**config.mk**
```make
export PLATFORM = sky130hd
export DESIGN_NAME = prio_sec_filter
export DESIGN_NICKNAME = d
export VERILOG_FILES = /design/src/rtl/psf_pkg.sv /design/src/rtl/psf_ctrl_regs.sv /design/src/rtl/psf_prio_bank.sv /design/src/rtl/psf_select.sv /design/src/rtl/prio_sec_filter.sv
export SDC_FILE = /design/constraint.sdc
export NUM_CORES = 2
export LEC_CHECK = 0
export BUFFER_PORTS_ARGS = -buffer_cell sky130_fd_sc_hd__buf_2
export CAP_MARGIN = 20
export CORE_MARGIN = 1
export CORE_UTILIZATION = 45
export DETAILED_ROUTE_END_ITERATION = 8
export GPL_ROUTABILITY_DRIVEN = 0
export SYNTH_ARGS = -nofsm -noshare
export SYNTH_HDL_FRONTEND = slang
export SYNTH_SLANG_ARGS = --single-unit
export TNS_END_PERCENT = 10
```
**constraint.sdc**
```tcl
create_clock -name clk -period 240.4 [get_ports clk]
set_clock_uncertainty 0.1 [all_clocks]
set_input_delay 48.08 -clock clk [delete_from_list [all_inputs] [get_ports clk]]
set_output_delay 48.08 -clock clk [all_outputs]
set_load 0.01 [all_outputs]
```
**src/rtl/psf_pkg.sv**
```systemverilog
// Package psf_pkg: register word offsets shared by the filter's modules.
// Assumes the priority window begins at PRIO_OFS and holds one word per source.
package psf_pkg;
    localparam int CTRL_OFS = 'h00;
    localparam int MASK_OFS = 'h01;
    localparam int GRP_OFS  = 'h02;
    localparam int EN_OFS   = 'h03;
    localparam int PRIO_OFS = 'h20;
endpackage

```
**src/rtl/psf_ctrl_regs.sv**
```systemverilog
// Module psf_ctrl_regs: holds the control enables, the priority mask, the
// group bits and the per-source enable bits, and applies the secure and
// non-secure views to each of them.
// Assumes NUM_IRQ <= DATA_W and PRIO_W <= DATA_W.
module psf_ctrl_regs
    import psf_pkg::*;
#(
    parameter int NUM_IRQ = 32,
    parameter int PRIO_W  = 8,
    parameter int ADDR_W  = 6,
    parameter int DATA_W  = 32
) (
    input  logic               clk,
    input  logic               rst_n,
    input  logic               wr_en,
    input  logic               sec,
    input  logic [ADDR_W-1:0]  addr,
    input  logic [DATA_W-1:0]  wdata,
    output logic               g0_en,
    output logic               g1_en,
    output logic [PRIO_W-1:0]  mask,
    output logic [NUM_IRQ-1:0] grp,
    output logic [NUM_IRQ-1:0] en,
    output logic               hit,
    output logic [DATA_W-1:0]  rd_data
);
    localparam logic [PRIO_W-1:0] HALF = PRIO_W'(1) << (PRIO_W - 1);

    logic hit_ctrl, hit_mask, hit_grp, hit_en;
    logic ns_mask_open;
    logic [PRIO_W-1:0] mask_ns_wr;

    assign hit_ctrl     = (addr == ADDR_W'(CTRL_OFS));
    assign hit_mask     = (addr == ADDR_W'(MASK_OFS));
    assign hit_grp      = (addr == ADDR_W'(GRP_OFS));
    assign hit_en       = (addr == ADDR_W'(EN_OFS));
    assign hit          = hit_ctrl | hit_mask | hit_grp | hit_en;
    assign ns_mask_open = (mask >= HALF);
    assign mask_ns_wr   = {1'b1, wdata[PRIO_W-1:1]};

    // Control enables: the secure view has both group bits, the non-secure view only Group 1 at bit 0.
    always_ff @(posedge clk) begin
        if (!rst_n) begin
            g0_en <= 1'b0;
            g1_en <= 1'b0;
        end else if (wr_en && hit_ctrl) begin
            if (sec) begin
                g0_en <= wdata[0];
                g1_en <= wdata[1];
            end else begin
                g1_en <= wdata[0];
            end
        end
    end

    // Mask: raw secure writes; non-secure writes are halved and land only while the mask is open.
    always_ff @(posedge clk) begin
        if (!rst_n) begin
            mask <= '0;
        end else if (wr_en && hit_mask) begin
            if (sec) begin
                mask <= wdata[PRIO_W-1:0];
            end else if (ns_mask_open) begin
                mask <= mask_ns_wr;
            end
        end
    end

    // Group bits: writable by secure accesses only.
    always_ff @(posedge clk) begin
        if (!rst_n) begin
            grp <= '0;
        end else if (wr_en && hit_grp && sec) begin
            grp <= wdata[NUM_IRQ-1:0];
        end
    end

    // Enable bits: non-secure writes merge into the Group 1 positions only.
    always_ff @(posedge clk) begin
        if (!rst_n) begin
            en <= '0;
        end else if (wr_en && hit_en) begin
            if (sec) begin
                en <= wdata[NUM_IRQ-1:0];
            end else begin
                en <= (en & ~grp) | (wdata[NUM_IRQ-1:0] & grp);
            end
        end
    end

    // Read view: choose the secure or the non-secure presentation of the addressed register.
    always_comb begin
        rd_data = '0;
        if (hit_ctrl) begin
            if (sec) begin
                rd_data[1:0] = {g1_en, g0_en};
            end else begin
                rd_data[0] = g1_en;
            end
        end else if (hit_mask) begin
            if (sec) begin
                rd_data[PRIO_W-1:0] = mask;
            end else if (ns_mask_open) begin
                rd_data[PRIO_W-1:0] = {mask[PRIO_W-2:0], 1'b0};
            end
        end else if (hit_grp) begin
            if (sec) begin
                rd_data[NUM_IRQ-1:0] = grp;
            end
        end else if (hit_en) begin
            rd_data[NUM_IRQ-1:0] = sec ? en : (en & grp);
        end
    end

    AST_MASK_LOCKED: assert property (@(posedge clk) disable iff (!rst_n)
        (wr_en && !sec && hit_mask && mask < HALF) |=> (mask == $past(mask)));
    AST_MASK_NS_HALF: assert property (@(posedge clk) disable iff (!rst_n)
        (wr_en && !sec && hit_mask && mask >= HALF) |=> mask[PRIO_W-1]);
    AST_GRP_SECURE_ONLY: assert property (@(posedge clk) disable iff (!rst_n)
        (wr_en && !sec && hit_grp) |=> (grp == $past(grp)));
    AST_EN_G0_KEPT: assert property (@(posedge clk) disable iff (!rst_n)
        (wr_en && !sec && hit_en) |=> ((en & ~grp) == $past(en & ~grp)));
    AST_CTRL_NS_G0: assert property (@(posedge clk) disable iff (!rst_n)
        (wr_en && !sec && hit_ctrl) |=> $stable(g0_en));
endmodule

```
**src/rtl/psf_prio_bank.sv**
```systemverilog
// Module psf_prio_bank: one priority field per source, with the non-secure
// halving on write and the doubled, Group 1 only view on read.
// Assumes the window PRIO_OFS..PRIO_OFS+NUM_IRQ-1 fits inside the address space.
module psf_prio_bank
    import psf_pkg::*;
#(
    parameter int NUM_IRQ = 32,
    parameter int PRIO_W  = 8,
    parameter int ADDR_W  = 6,
    parameter int DATA_W  = 32
) (
    input  logic                            clk,
    input  logic                            rst_n,
    input  logic                            wr_en,
    input  logic                            sec,
    input  logic [ADDR_W-1:0]               addr,
    input  logic [DATA_W-1:0]               wdata,
    input  logic [NUM_IRQ-1:0]              grp,
    output logic [NUM_IRQ-1:0][PRIO_W-1:0]  prio,
    output logic                            hit,
    output logic [DATA_W-1:0]               rd_data
);
    localparam int ID_W = (NUM_IRQ > 1) ? $clog2(NUM_IRQ) : 1;

    logic [ADDR_W-1:0] off;
    logic [ID_W-1:0]   idx;
    logic [PRIO_W-1:0] ns_val;

    assign off    = addr - ADDR_W'(PRIO_OFS);
    assign hit    = (addr >= ADDR_W'(PRIO_OFS)) && (off < ADDR_W'(NUM_IRQ));
    assign idx    = off[ID_W-1:0];
    assign ns_val = {1'b1, wdata[PRIO_W-1:1]};

    for (genvar i = 0; i < NUM_IRQ; i++) begin : g_field
        logic sel_me;
        assign sel_me = wr_en && hit && (idx == ID_W'(i));
        // Field i: raw secure store, halved non-secure store for Group 1 sources only.
        always_ff @(posedge clk) begin
            if (!rst_n) begin
                prio[i] <= '0;
            end else if (sel_me && (sec || grp[i])) begin
                prio[i] <= sec ? wdata[PRIO_W-1:0] : ns_val;
            end
        end
    end

    // Read view: raw for secure, doubled for non-secure Group 1, zero for non-secure Group 0.
    always_comb begin
        rd_data = '0;
        if (hit) begin
            if (sec) begin
                rd_data[PRIO_W-1:0] = prio[idx];
            end else if (grp[idx]) begin
                rd_data[PRIO_W-1:0] = {prio[idx][PRIO_W-2:0], 1'b0};
            end
        end
    end

    AST_NS_PRIO_LOW_HALF: assert property (@(posedge clk) disable iff (!rst_n)
        (wr_en && !sec && hit && grp[idx]) |=> prio[$past(idx)][PRIO_W-1]);
    AST_NS_G0_PRIO_KEPT: assert property (@(posedge clk) disable iff (!rst_n)
        (wr_en && !sec && hit && !grp[idx]) |=> (prio[$past(idx)] == $past(prio[idx])));
endmodule

```
**src/rtl/psf_select.sv**
```systemverilog
// Module psf_select: combinational search for the most urgent qualifying
// source. Lowest value wins and the earliest ID keeps ties.
// Assumes prio and mask use the same width and ordering.
module psf_select #(
    parameter int NUM_IRQ = 32,
    parameter int PRIO_W  = 8,
    parameter int ID_W    = 5
) (
    input  logic                            clk,
    input  logic                            rst_n,
    input  logic [NUM_IRQ-1:0]              pend,
    input  logic [NUM_IRQ-1:0]              en,
    input  logic [NUM_IRQ-1:0]              grp,
    input  logic                            g0_en,
    input  logic                            g1_en,
    input  logic [NUM_IRQ-1:0][PRIO_W-1:0]  prio,
    input  logic [PRIO_W-1:0]               mask,
    output logic                            sel_valid,
    output logic [ID_W-1:0]                 sel_id,
    output logic [PRIO_W-1:0]               sel_prio
);
    logic [NUM_IRQ-1:0] elig;

    // Qualification: pending, enabled, group enabled and strictly below the mask.
    always_comb begin
        for (int i = 0; i < NUM_IRQ; i++) begin
            elig[i] = pend[i] && en[i] && (grp[i] ? g1_en : g0_en) && (prio[i] < mask);
        end
    end

    // Ascending scan: replace the candidate only on a strictly smaller value.
    always_comb begin
        sel_valid = 1'b0;
        sel_id    = '0;
        sel_prio  = '1;
        for (int i = 0; i < NUM_IRQ; i++) begin
            if (elig[i] && (!sel_valid || prio[i] < sel_prio)) begin
                sel_valid = 1'b1;
                sel_id    = ID_W'(i);
                sel_prio  = prio[i];
            end
        end
    end

    AST_WIN_BELOW_MASK: assert property (@(posedge clk) disable iff (!rst_n)
        sel_valid |-> (sel_prio < mask));
    AST_WIN_QUALIFIED: assert property (@(posedge clk) disable iff (!rst_n)
        sel_valid |-> (pend[sel_id] && en[sel_id]));
    AST_WIN_GROUP_ON: assert property (@(posedge clk) disable iff (!rst_n)
        sel_valid |-> (grp[sel_id] ? g1_en : g0_en));
endmodule

```
**src/rtl/prio_sec_filter.sv**
```systemverilog
// Module prio_sec_filter: top of the security-banked priority filter. It
// joins the control registers, the priority bank and the selector, and
// registers the request and ID toward one processor.
// Assumes a single processor and level-sensitive pending inputs.
module prio_sec_filter #(
    parameter int NUM_IRQ = 32,
    parameter int PRIO_W  = 8,
    parameter int ADDR_W  = 6,
    parameter int DATA_W  = 32,
    localparam int ID_W   = (NUM_IRQ > 1) ? $clog2(NUM_IRQ) : 1
) (
    input  logic               clk,
    input  logic               rst_n,
    input  logic               wr_en,
    input  logic               sec,
    input  logic [ADDR_W-1:0]  addr,
    input  logic [DATA_W-1:0]  wdata,
    output logic [DATA_W-1:0]  rdata,
    input  logic [NUM_IRQ-1:0] irq_pend,
    output logic               irq_req,
    output logic [ID_W-1:0]    irq_id
);
    logic                            g0_en, g1_en;
    logic [PRIO_W-1:0]               mask;
    logic [NUM_IRQ-1:0]              grp, en;
    logic [NUM_IRQ-1:0][PRIO_W-1:0]  prio;
    logic                            ctrl_hit, prio_hit;
    logic [DATA_W-1:0]               ctrl_rd, prio_rd;
    logic                            sel_valid;
    logic [ID_W-1:0]                 sel_id;
    logic [PRIO_W-1:0]               sel_prio;

    psf_ctrl_regs #(.NUM_IRQ(NUM_IRQ), .PRIO_W(PRIO_W), .ADDR_W(ADDR_W), .DATA_W(DATA_W)) u_ctrl (
        .clk(clk), .rst_n(rst_n), .wr_en(wr_en), .sec(sec), .addr(addr), .wdata(wdata),
        .g0_en(g0_en), .g1_en(g1_en), .mask(mask), .grp(grp), .en(en),
        .hit(ctrl_hit), .rd_data(ctrl_rd)
    );

    psf_prio_bank #(.NUM_IRQ(NUM_IRQ), .PRIO_W(PRIO_W), .ADDR_W(ADDR_W), .DATA_W(DATA_W)) u_prio (
        .clk(clk), .rst_n(rst_n), .wr_en(wr_en), .sec(sec), .addr(addr), .wdata(wdata),
        .grp(grp), .prio(prio), .hit(prio_hit), .rd_data(prio_rd)
    );

    psf_select #(.NUM_IRQ(NUM_IRQ), .PRIO_W(PRIO_W), .ID_W(ID_W)) u_sel (
        .clk(clk), .rst_n(rst_n), .pend(irq_pend), .en(en), .grp(grp),
        .g0_en(g0_en), .g1_en(g1_en), .prio(prio), .mask(mask),
        .sel_valid(sel_valid), .sel_id(sel_id), .sel_prio(sel_prio)
    );

    // Read mux: the two register groups decode disjoint addresses.
    assign rdata = ctrl_hit ? ctrl_rd : (prio_hit ? prio_rd : '0);

    // Output stage: register the winner toward the processor.
    always_ff @(posedge clk) begin
        if (!rst_n) begin
            irq_req <= 1'b0;
            irq_id  <= '0;
        end else begin
            irq_req <= sel_valid;
            irq_id  <= sel_valid ? sel_id : '0;
        end
    end

    AST_REQ_FOLLOWS_SEL: assert property (@(posedge clk) disable iff (!rst_n)
        $past(sel_valid) |-> irq_req);
    AST_ID_IDLE_ZERO: assert property (@(posedge clk) disable iff (!rst_n)
        !irq_req |-> (irq_id == '0));
endmodule

```
==> impl_metrics.yaml <==
finish:
  num_antenna_cells: 0
  drive_above_1_share: 0.122
  syn_to_final_growth_pct: 9.40
  nets: 4450
  stdcell_count: 4965
floorplan:
  fp.dieW_um: 269
  start_util: 0.456
  ios: 112
  coreArea_mm2: 0.0701
  die_h_um: 269
  row_count: 97
  dieArea_mm2: 0.0722
grt:
  grt_use_met3: 0.0548
  grt_pass1_vias: 28500
  grt_usage: 0.326
  antenna_found_initial: 4
  overflow: 0
  grt_max_degree: 181
  grt_use_met2: 0.510
  grt_pass1_wl_um: 179000
  use_met1: 0.449
  busiest_layer: "met2"
synth:
  avgSynthCellArea_um2: 8.00
  synth_nets: 4458
  synth-edff-count: 0
  synth_warnings: 0
  synth_ff_type: "dfxtp_1"
  synthTopCellsByArea: "dfxtp_1 (21%), ha_1 (15%), mux4_2 (6.3%)"
  synth_top_area_share: 0.210
  ys_seq_elements: 336
  async_flop_share: 0
  netlist_instances: 4001
  ys_types: 120
  synthesis.area_mm2: 0.0320
  synth_top_area_cell: "dfxtp_1"
  synth.yosys.seq_area_share: 0.210
min_path:
  hp-class: "register to register"
route:
  routedWlPerCell_um: 24.0
  num_vias: 31200
  drtPass1Iterations: 6
  via_per_inst: 6.27
  drt_iter0_drc: 3243
  drc_errors: 0
  routed_wl_um: 119000
  ant_nets: 0
sta:
  layout_min_cycle_time_ns: 115.52
  fin_ws_ns: 124.88
  setup_viol: 0
  holdWs_ns: 0.431
  hold_violations: 0
  fin_tns_setup_ns: 0
  tightest_slew_ns: 1.17
  fin_crit_sh: 0.481
  slew_headroom: 0.221
  grt_setup_unrepaired: "no"
  drv_slew: 0
  max_freq_mhz: 8.66
setup_path:
  timing.rr.start: "u_ctrl.mask[2]"
  cpMostUsedCell: "a21oi_1"
  max_stage_delay_ns: 0.84
  startpoint_type: "input pin"
  startpoint: "irq_pend[0]"
  path_max_fanout: 21
  cpMaxStageDelayCell: "o31ai_2"
  worstPathRequired_ns: 240.80
  crit_path_end: "irq_id[3]"
  cp-end-kind: "register"
  reg2reg_to: "irq_id[3]"
  reg2regPathDepth: 323
  critPathKind: "input pin to register"
  r2r_slack_ns: 170.38
  arrival_ns: 115.92
clocking:
  cts_buffers: 43
  cts_root_buffer: "clkbuf_16"
  clockBufferDepth: 3
  clk_pin_slew_ns: 0.06
  post_cts_resized: 0
  cts_hold_buf: 0
  cts_tree: "yes"
  cts_sinks: 336
  htree_levels: 2
  clkLatencyLatePin_ns: 0.62
  cts_setup_buffers: 0
placement:
  pre_cts_ws_ns: 125.31
  portBuffers: 111
  dp_hpwl_um: 86100
  dp.cells: 4880
outcome:
  status: "completed"
power_and_ir_drop:
  power_density_mw_per_mm2: 3.81
  vdd_ir_drop_max_uv: 4.66
  total_power_mw: 0.133
  leakage_nw: 14.7
job:
  drv_cap: 0
==> flip-flops by register name, summed over array words and instances, names as in the netlist, named ones only <==
signal and count:
u_prio.prio 256, u_ctrl.grp 32, u_ctrl.mask 8, irq_id 5
irq_req 1, u_ctrl.g0_en 1, u_ctrl.g1_en 1
==> power by group <==
| part | switching (mW) | internal (mW) |
|---|---|---|
| registers | 0.000451 | 0.0559 |
| logic | 0.00640 | 0.00269 |
| clock network | 0.0289 | 0.0390 |
==> layout make-up <==
type,count,area [µm²]
fill,6865,35100
clock inverter,20,239
multi-input combinational,3217,23700
clock buffer,57,1210
sequential,336,6730
tap,940,1180
timing repair buffer,179,1130
inverter,216,818
==> through the flow <==
stage | util | area (µm²)
after global placement | 0.477 | 33400
after floorplan | - | 32000
after global routing | 0.499 | 35000
after detailed placement | 0.477 | 33400
final | 0.499 | 35000
after CTS | 0.497 | 34900
==> per-layer routing <==
| metal | vias up | part of all wire |
|---|---|---|
| met5 | - | 0.00045 |
| met4 | 8 | 0.036 |
| met3 | 227 | 0.081 |
| met2 | 1279 | 0.44 |
| met1 | 14800 | 0.44 |
| li1 | 14800 | - |
==> layout by cell type, fill, tap and decap left out, drive strengths merged, types with 24 or more instances in the layout <==
cell	netlist	routed
nor2	496	496
ha	383	383
dfxtp	336	336
a21oi	322	322
nand2	280	280
a211oi	274	274
o21ai	264	264
inv	216	218
buf	35	178
mux2i	127	127
nand2b	100	100
mux4	90	90
a21o	88	88
nor2b	84	84
nor3	82	82
clkbuf	197	58
mux2	50	50
nand3	43	43
o211ai	33	33
maj3	31	31
and2	31	31
o22ai	26	26
o21a	25	25
nand4	24	24
a31oi	24	24
==> worst min path at each step <==
stage                         startpoint             end  slack, ns  cells after the start
final                     u_ctrl.mask[2]  u_ctrl.mask[2]       0.43                      2
after global routing      u_ctrl.mask[2]  u_ctrl.mask[2]       0.45                      2
after CTS                 u_ctrl.mask[2]  u_ctrl.mask[2]       0.42                      2
after detailed placement  u_ctrl.mask[2]  u_ctrl.mask[2]       0.41                      2
after global placement    u_ctrl.mask[4]  u_ctrl.mask[4]       0.41                      2
after floorplan           u_ctrl.grp[31]  u_ctrl.grp[31]       0.39                      2
==> Yosys cell counts (11+ instances only) <==
cell         n
a2111oi_0   18
buf_1       21
nor3_1      81
a21o_1      88
clkbuf_1   197
and2_1      29
o221ai_1    19
o211ai_1    28
a211oi_1   269
or2_2       15
o22ai_1     26
dfxtp_1    336
a31oi_1     19
maj3_1      30
nor2_1     494
or3_1       13
mux2_1      13
o21a_1      23
a21oi_1    322
a21boi_0    11
nand2_1    276
nand4_1     24
and3_1      20
inv_1      216
nor2b_1     84
o21ai_1     19
nand2b_1   100
ha_1       383
and4_1      12
mux4_2      90
o21ai_0    244
o31ai_1     12
mux2_2      35
nand3_1     41
xnor2_1     12
mux2i_1    124
a22oi_1     14
==> cells by family (layout without fill, tap and decap cells) <==
kind of cell | after synthesis | after routing | synth area share
buffers and inverters | 448 | 472 | 0.0536
adders and majority gates | 414 | 414 | 0.160
muxes | 267 | 267 | 0.122
xor gates and xnor gates | 19 | 19 | 0.00544
and+or+nand+nor | 1246 | 1246 | 0.183
DFF | 336 | 336 | 0.210
AOI/OAI and AO/OA | 1271 | 1271 | 0.266
==> critical path: cells and delay by family <==
| family | cells | cell delay (ns) |
|---|---|---|
| buffers and inverters | 32 | 3.01 |
| adder cells (fa/ha/maj) | 31 | 8.85 |
| AO/OA/AOI/OAI | 154 | 33.29 |
| multiplexers | 13 | 4.17 |
| AND/OR/NAND/NOR | 92 | 18.46 |
No activity file was read; power rests on OpenSTA's default activity.
